`src/rtl/scsi_rf_pkg.sv`:
```
package scsi_rf_pkg;

    localparam int RF_AW   = 4;
    localparam int RF_DW   = 8;
    localparam int RF_NREG = 1 << RF_AW;
    localparam int OP_W    = RF_DW - 1;

    typedef logic [RF_DW-1:0]                 byte_t;
    typedef logic [RF_NREG-1:0][RF_DW-1:0]    bank_t;

    // offsets whose meaning the block depends on
    localparam logic [RF_AW-1:0] OFS_CNT_LO  = 4'd0;
    localparam logic [RF_AW-1:0] OFS_CNT_MID = 4'd1;
    localparam logic [RF_AW-1:0] OFS_CMD     = 4'd3;
    localparam logic [RF_AW-1:0] OFS_STAT    = 4'd4;
    localparam logic [RF_AW-1:0] OFS_INTR    = 4'd5;
    localparam logic [RF_AW-1:0] OFS_SEQ     = 4'd6;
    localparam logic [RF_AW-1:0] OFS_FLAGS   = 4'd7;
    localparam logic [RF_AW-1:0] OFS_CFG1    = 4'd8;
    localparam logic [RF_AW-1:0] OFS_CFG_HI  = 4'd11;
    localparam logic [RF_AW-1:0] OFS_CHIPID  = 4'd14;

    localparam int    ST_TC_BIT    = 4;
    localparam int    ST_PEND_BIT  = 7;
    localparam byte_t ST_TC_ONLY   = 8'h10;
    localparam byte_t INT_FUNC_DONE = 8'h08;
    localparam byte_t INT_DISCONN  = 8'h20;
    localparam byte_t INT_BUS_RST  = 8'h80;
    localparam byte_t SEQ_CMD_DONE = 8'h04;
    localparam int    CFG1_QUIET_BIT = 6;

    typedef enum logic [3:0] {
        K_NOP,
        K_FLUSH,
        K_SOFT_RST,
        K_BUS_RST,
        K_MSG_ACC,
        K_PAD,
        K_EN_SEL,
        K_START,
        K_ILLEGAL
    } cmd_kind_e;

    typedef struct packed {
        bank_t               rd;
        bank_t               wr;
        logic                irq;
        logic                go;
        logic [OP_W-1:0]     go_op;
        logic                go_dma;
        logic                illegal;
    } rf_state_t;

    function automatic rf_state_t rf_reset_value(input byte_t cfg1_init, input byte_t chip_id);
        rf_state_t r;
        r = '0;
        r.rd[OFS_CFG1]   = cfg1_init;
        r.rd[OFS_CHIPID] = chip_id;
        return r;
    endfunction

endpackage

```
`src/rtl/scsi_rf_cmd_decode.sv`:
```
module scsi_rf_cmd_decode
    import scsi_rf_pkg::*;
(
    input  logic [OP_W-1:0] op,
    output cmd_kind_e       kind
);
    always_comb begin
        unique case (op)
            7'h00, 7'h1a:                      kind = K_NOP;
            7'h01:                             kind = K_FLUSH;
            7'h02:                             kind = K_SOFT_RST;
            7'h03:                             kind = K_BUS_RST;
            7'h12:                             kind = K_MSG_ACC;
            7'h18:                             kind = K_PAD;
            7'h44:                             kind = K_EN_SEL;
            7'h10, 7'h11, 7'h41, 7'h42, 7'h43: kind = K_START;
            default:                           kind = K_ILLEGAL;
        endcase
    end
endmodule

```
`src/rtl/scsi_rf_read_mux.sv`:
```
module scsi_rf_read_mux #(
    parameter int NREG = 16,
    parameter int DW   = 8,
    localparam int AW  = $clog2(NREG)
) (
    input  logic [NREG-1:0][DW-1:0] bank,
    input  logic [AW-1:0]           addr,
    output logic [DW-1:0]           data
);
    always_comb begin
        data = '0;
        for (int i = 0; i < NREG; i++) begin
            if (addr == AW'(i)) data = bank[i];
        end
    end
endmodule

```
`src/rtl/scsi_regfront.sv`:
```
module scsi_regfront
    import scsi_rf_pkg::*;
#(
    parameter logic [7:0] CFG1_INIT = 8'h07,
    parameter logic [7:0] CHIP_ID   = 8'h04
) (
    input  logic              clk,
    input  logic              rst_n,
    input  logic              bus_rd,
    input  logic              bus_wr,
    input  logic [RF_AW-1:0]  bus_addr,
    input  logic [RF_DW-1:0]  bus_wdata,
    output logic [RF_DW-1:0]  bus_rdata,
    output logic              irq_o,
    output logic              go_o,
    output logic [OP_W-1:0]   go_op_o,
    output logic              go_dma_o,
    input  logic              eng_ld,
    input  logic [RF_DW-1:0]  eng_status,
    input  logic [RF_DW-1:0]  eng_intr,
    input  logic [RF_DW-1:0]  eng_seq,
    input  logic              eng_raise,
    output logic              illegal_o
);
    localparam rf_state_t RST_STATE = rf_reset_value(CFG1_INIT, CHIP_ID);

    rf_state_t s_d, s_q;
    cmd_kind_e cmd_kind;

    // views for the bound checker
    logic [RF_DW-1:0] stat_view, intr_view, seq_view, cfg1_view;

    scsi_rf_cmd_decode u_dec (
        .op   (bus_wdata[OP_W-1:0]),
        .kind (cmd_kind)
    );

    scsi_rf_read_mux #(.NREG(RF_NREG), .DW(RF_DW)) u_rmux (
        .bank (s_q.rd),
        .addr (bus_addr),
        .data (bus_rdata)
    );

    always_comb begin
        s_d    = s_q;
        s_d.go = 1'b0;

        // host read of the interrupt register: clear-on-read side effects
        if (bus_rd && bus_addr == OFS_INTR) begin
            s_d.rd[OFS_INTR]             = '0;
            s_d.rd[OFS_STAT][ST_TC_BIT]  = 1'b0;
            s_d.rd[OFS_SEQ]              = SEQ_CMD_DONE;
            s_d.rd[OFS_STAT][ST_PEND_BIT] = 1'b0;
            s_d.irq                      = 1'b0;
        end

        if (bus_wr) begin
            if (bus_addr == OFS_CNT_LO || bus_addr == OFS_CNT_MID) begin
                s_d.wr[bus_addr]            = bus_wdata;
                s_d.rd[OFS_STAT][ST_TC_BIT] = 1'b0;
            end else if (bus_addr == OFS_CMD) begin
                if (cmd_kind == K_ILLEGAL) begin
                    s_d.illegal = 1'b1;
                end else begin
                    s_d.wr[OFS_CMD] = bus_wdata;
                    s_d.rd[OFS_CMD] = bus_wdata;
                    if (bus_wdata[RF_DW-1]) begin
                        s_d.rd[OFS_CNT_LO]  = s_q.wr[OFS_CNT_LO];
                        s_d.rd[OFS_CNT_MID] = s_q.wr[OFS_CNT_MID];
                    end
                    unique case (cmd_kind)
                        K_FLUSH: begin
                            s_d.rd[OFS_INTR]  = INT_FUNC_DONE;
                            s_d.rd[OFS_SEQ]   = '0;
                            s_d.rd[OFS_FLAGS] = '0;
                        end
                        K_SOFT_RST: begin
                            s_d = RST_STATE;
                        end
                        K_BUS_RST: begin
                            s_d.rd[OFS_INTR] = INT_BUS_RST;
                            if (!s_q.wr[OFS_CFG1][CFG1_QUIET_BIT]) begin
                                s_d.rd[OFS_STAT][ST_PEND_BIT] = 1'b1;
                                s_d.irq                       = 1'b1;
                            end
                        end
                        K_MSG_ACC: begin
                            s_d.rd[OFS_INTR]              = INT_DISCONN;
                            s_d.rd[OFS_SEQ]               = '0;
                            s_d.rd[OFS_FLAGS]             = '0;
                            s_d.rd[OFS_STAT][ST_PEND_BIT] = 1'b1;
                            s_d.irq                       = 1'b1;
                        end
                        K_PAD: begin
                            s_d.rd[OFS_STAT] = ST_TC_ONLY
                                | {s_d.rd[OFS_STAT][ST_PEND_BIT], {(RF_DW-1){1'b0}}};
                            s_d.rd[OFS_INTR] = INT_FUNC_DONE;
                            s_d.rd[OFS_SEQ]  = '0;
                        end
                        K_EN_SEL: begin
                            s_d.rd[OFS_INTR] = '0;
                        end
                        K_START: begin
                            s_d.go     = 1'b1;
                            s_d.go_op  = bus_wdata[OP_W-1:0];
                            s_d.go_dma = bus_wdata[RF_DW-1];
                        end
                        default: ;
                    endcase
                end
            end else if (bus_addr == OFS_CFG1 || bus_addr >= OFS_CFG_HI) begin
                s_d.wr[bus_addr] = bus_wdata;
                s_d.rd[bus_addr] = bus_wdata;
            end else begin
                s_d.wr[bus_addr] = bus_wdata;
            end
        end

        // phase engine write-back wins over host side effects
        if (eng_ld) begin
            s_d.rd[OFS_STAT] = {s_d.rd[OFS_STAT][ST_PEND_BIT], eng_status[RF_DW-2:0]};
            s_d.rd[OFS_INTR] = eng_intr;
            s_d.rd[OFS_SEQ]  = eng_seq;
        end
        if (eng_raise) begin
            s_d.rd[OFS_STAT][ST_PEND_BIT] = 1'b1;
            s_d.irq                       = 1'b1;
        end
    end

    always_ff @(posedge clk) begin
        if (!rst_n) s_q <= RST_STATE;
        else        s_q <= s_d;
    end

    assign irq_o     = s_q.irq;
    assign go_o      = s_q.go;
    assign go_op_o   = s_q.go_op;
    assign go_dma_o  = s_q.go_dma;
    assign illegal_o = s_q.illegal;

    assign stat_view = s_q.rd[OFS_STAT];
    assign intr_view = s_q.rd[OFS_INTR];
    assign seq_view  = s_q.rd[OFS_SEQ];
    assign cfg1_view = s_q.rd[OFS_CFG1];

endmodule

```
`config.mk`:
```
export PLATFORM = sky130hd
export DESIGN_NAME = scsi_regfront
export DESIGN_NICKNAME = d
export VERILOG_FILES = /design/src/rtl/scsi_rf_pkg.sv /design/src/rtl/scsi_rf_cmd_decode.sv /design/src/rtl/scsi_rf_read_mux.sv /design/src/rtl/scsi_regfront.sv
export SDC_FILE = /design/constraint.sdc
export NUM_CORES = 1
export LEC_CHECK = 0
export BUFFER_PORTS_ARGS = -buffer_cell sky130_fd_sc_hd__buf_2
export CORE_MARGIN = 2
export CORE_UTILIZATION = 40
export DETAILED_ROUTE_END_ITERATION = 6
export GPL_TIMING_DRIVEN = 0
export SLEW_MARGIN = 10
export SYNTH_ARGS = -nofsm -noshare
export SYNTH_HDL_FRONTEND = slang
export SYNTH_HIERARCHICAL = 1
export SYNTH_SLANG_ARGS = --single-unit
```
`constraint.sdc`:
```
create_clock -name clk -period 2.34 [get_ports clk]
set_input_delay 0.117 -clock clk [delete_from_list [all_inputs] [get_ports clk]]
set_output_delay 0.117 -clock clk [all_outputs]
set_load 0.01 [all_outputs]
```
==> reports/qor.yml <==
ioPinCount: 61
reg2reg_slack_ns: 1.33
clk_pin_slew_worst_paths_ns: 0.06
drt_iter0_drc: 807
grt_usage: 0.259
hold_end: "go_op_o[4]$_SDFFE_PN0P_"
cts_buffer_depth: 2
netlist.area_leader.share: 0.426
hold_start: "bus_wdata[4]"
crit_path_start_kind: "input pin"
htree_levels: 4
outcome: "finished with violations"
rows: 49
fillers: 1729
cts_tree: "built"
die_h_um: 139
power_per_cell_area_nw_per_um2: 691
fmax_mhz: 434
crit_start: "bus_wdata[3]"
ys_ff_latch: 156
ys_seq_area_frac: 0.426
reg2regPathDepth: 3
cp.required_ns: 2.72
initial_core_util: 0.408
synth_warnings: 6
synth.distinct_cells: 72
utilization: 0.503
core-area_um2: 18000
multi_input_area_um2: 3960
fin_skew_ns: 0.0109
die_area_um2: 19400
portBuffers: 58
place_congestion: 0.918
period_minus_slack_ns: 2.30
timing.final.crit_share: 0.984
synth_top_area_cell: "dfxtp_1"
crit_fanout: 11
fp.dieW_um: 139
synth_most_common_cell: "dfxtp_1"
fin_area_um2: 9040
via_per_inst: 5.95
num_vias: 7121
synth.avg_cell_area_um2: 8.67
dp_cells: 1132
r2r-start: "stat_view[4]$_SDFF_PN0_"
crit_type: "input pin to register"
min_path_cells: 2
synth_edf_count: 0
synth_area_um2: 7320
worst_pin_slew_ns: 0.777
drive_above_1_share: 0.185
insertion_delay_ns: 0.43
synth_ff_type: "dfxtp_1"
finalHoldViolCount: 1
root_buffer: "clkbuf_16"
n_antenna_cell: 0
hp-class: "input pin to register"
slew_viol_final: 0
cts_inserted_buffers: 17
worstReg2RegEnd: "stat_view[4]$_SDFF_PN0_"
grt_overflow: 0
netlist_instances: 845
p_leak_nw: 3.39
first_pass_iters: 5
drc: 0
cp.arrival_ns: 2.68
synth_area_leaders: "dfxtp_1 (43%), nand2_1 (4.8%), a21oi_1 (4.1%)"
regArea_um2: 3120
dpl_cell_area_um2: 7940
fin_nets: 997
fin_cells: 1196
syn_to_final_growth_pct: 23.4
whs_ns: -0.00482
synth_commonest_cells: "dfxtp_1 (156), nand2_1 (94), a21oi_1 (60)"
antenna_left: 0
antenna_found_initial: 1
violations: "hold timing"
grt_max_degree: 17
wirelength_mm: 25.2
post_drt_wl_per_cell_um: 21.1
critPathCaptureType: "register"
syn-num-nets: 887
grt_pass1_wl_mm: 38.9
cts_sinks: 156
vdd_drop_max_mv: 0.496
synthArstFlopShare: 0
dpl.hpwl_mm: 18.0
setup_viol: 0
max-cap-violations: 0
timing.slew.headroom: 0.478
grt_pass1_vias: 6768
worst max-delay path by stage:
| stage | endpoint | slack, ns | cells past startpoint |
|---|---|---|---|
| global placement | s_q[253]$_SDFFE_PN1P_ | -0.92 | 8 |
| global route | go_op_o[3]$_SDFFE_PN0P_ | -0.07 | 10 |
| detailed placement | s_q[253]$_SDFFE_PN1P_ | -0.90 | 8 |
| finish | go_op_o[3]$_SDFFE_PN0P_ | 0.04 | 10 |
| floorplan | s_q[139]$_SDFFE_PN0P_ | -0.04 | 10 |
| CTS | s_q[253]$_SDFFE_PN1P_ | -0.008 | 8 |
worst max-delay path: stages:
cell	delay (ns)
buf_2	0.21
nor3_1	0.35
o211ai_1	0.21
a221oi_4	0.46
buf_4	0.20
and3_1	0.14
clkbuf_1	0.40
and3_1	0.22
buf_2	0.20
a22o_1	0.15
sequential cells by signal, indices dropped and copies added, names as in the netlist:
register   cells
seq_view       8
go_op_o        7
cfg1_view      8
illegal_o      1
intr_view      8
go_dma_o       1
stat_view      8
irq_o          1
s_q          113
go_o           1
power by group:
part | total, mW | leakage [nW] | internal, mW | switching, mW
registers | 2.72 | 1.26 | 2.69 | 0.0296
logic | 0.704 | 1.84 | 0.256 | 0.448
clock network | 2.82 | 0.284 | 1.64 | 1.18
through the flow:
step	hold slack [ns]	total power [mW]	TNS, ns	setup WS, ns
finish	-0.00482	6.25	0	0.0382
global route	0.00380	6.43	-0.557	-0.0665
CTS	0.0262	6.22	-0.00787	-0.00787
detailed placement	0.336	3.39	-95.11	-0.900
global placement	0.334	3.39	-96.41	-0.920
floorplan	0.243	3.15	-0.598	-0.0434
kinds of logic after synthesis:
logic type               Yosys count  share of synthesized area
AND/OR/NAND/NOR                  297                      0.209
AO/OA/AOI/OAI                    274                      0.245
XOR/XNOR                           6                    0.00718
adder cells (fa/ha/maj)            1                    0.00137
flip-flops                       156                      0.426
multiplexers                      30                     0.0548
buffers and inverters             81                     0.0562
metal layers:
| metal | global-route usage | wire length [um] | share of wire |
|---|---|---|---|
| met2 | 0.402 | 11500 | 0.46 |
| met3 | 0.0516 | 1870 | 0.074 |
| met1 | 0.357 | 11300 | 0.45 |
| met4 | 0.0973 | 573 | 0.023 |
| met5 | 0 | 0 | 0 |
layout by cell type (no fill, tap or decap), types with 16 or more instances in the layout:
| master | netlist | routed |
|---|---|---|
| nand3_1 | 52 | 51 |
| nor2_1 | 46 | 45 |
| a211oi_1 | 19 | 16 |
| o21ai_1 | 16 | 17 |
| dlygate4sd3_1 | 0 | 22 |
| o21ai_0 | 46 | 44 |
| buf_2 | 14 | 63 |
| nand2_1 | 94 | 94 |
| clkbuf_1 | 35 | 32 |
| dfxtp_1 | 156 | 156 |
| and2_1 | 32 | 32 |
| buf_4 | 15 | 24 |
| clkbuf_16 | 0 | 17 |
| o22ai_1 | 48 | 47 |
| mux2i_1 | 18 | 18 |
| a21oi_1 | 60 | 59 |
area by class of cell:
type,count,area share
clock buffers,20,0.0505
clock inverters,11,0.0147
well taps,229,0.0317
multi-input cells,608,0.438
inverters,9,0.00374
repair buffers,91,0.0707
plain buffers,72,0.0457
flip-flops and latches,156,0.345
repair_timing:
item	4_1_cts	5_1_grt
resized for setup	23	25
endpoints found under the hold margin	23	0
gates cloned	1	0
hold buffers	22	0
endpoints found under the setup margin	117	110
setup buffers	6	4
pin swaps	4	8
Note: power is estimated with default switching activity, not from simulation.
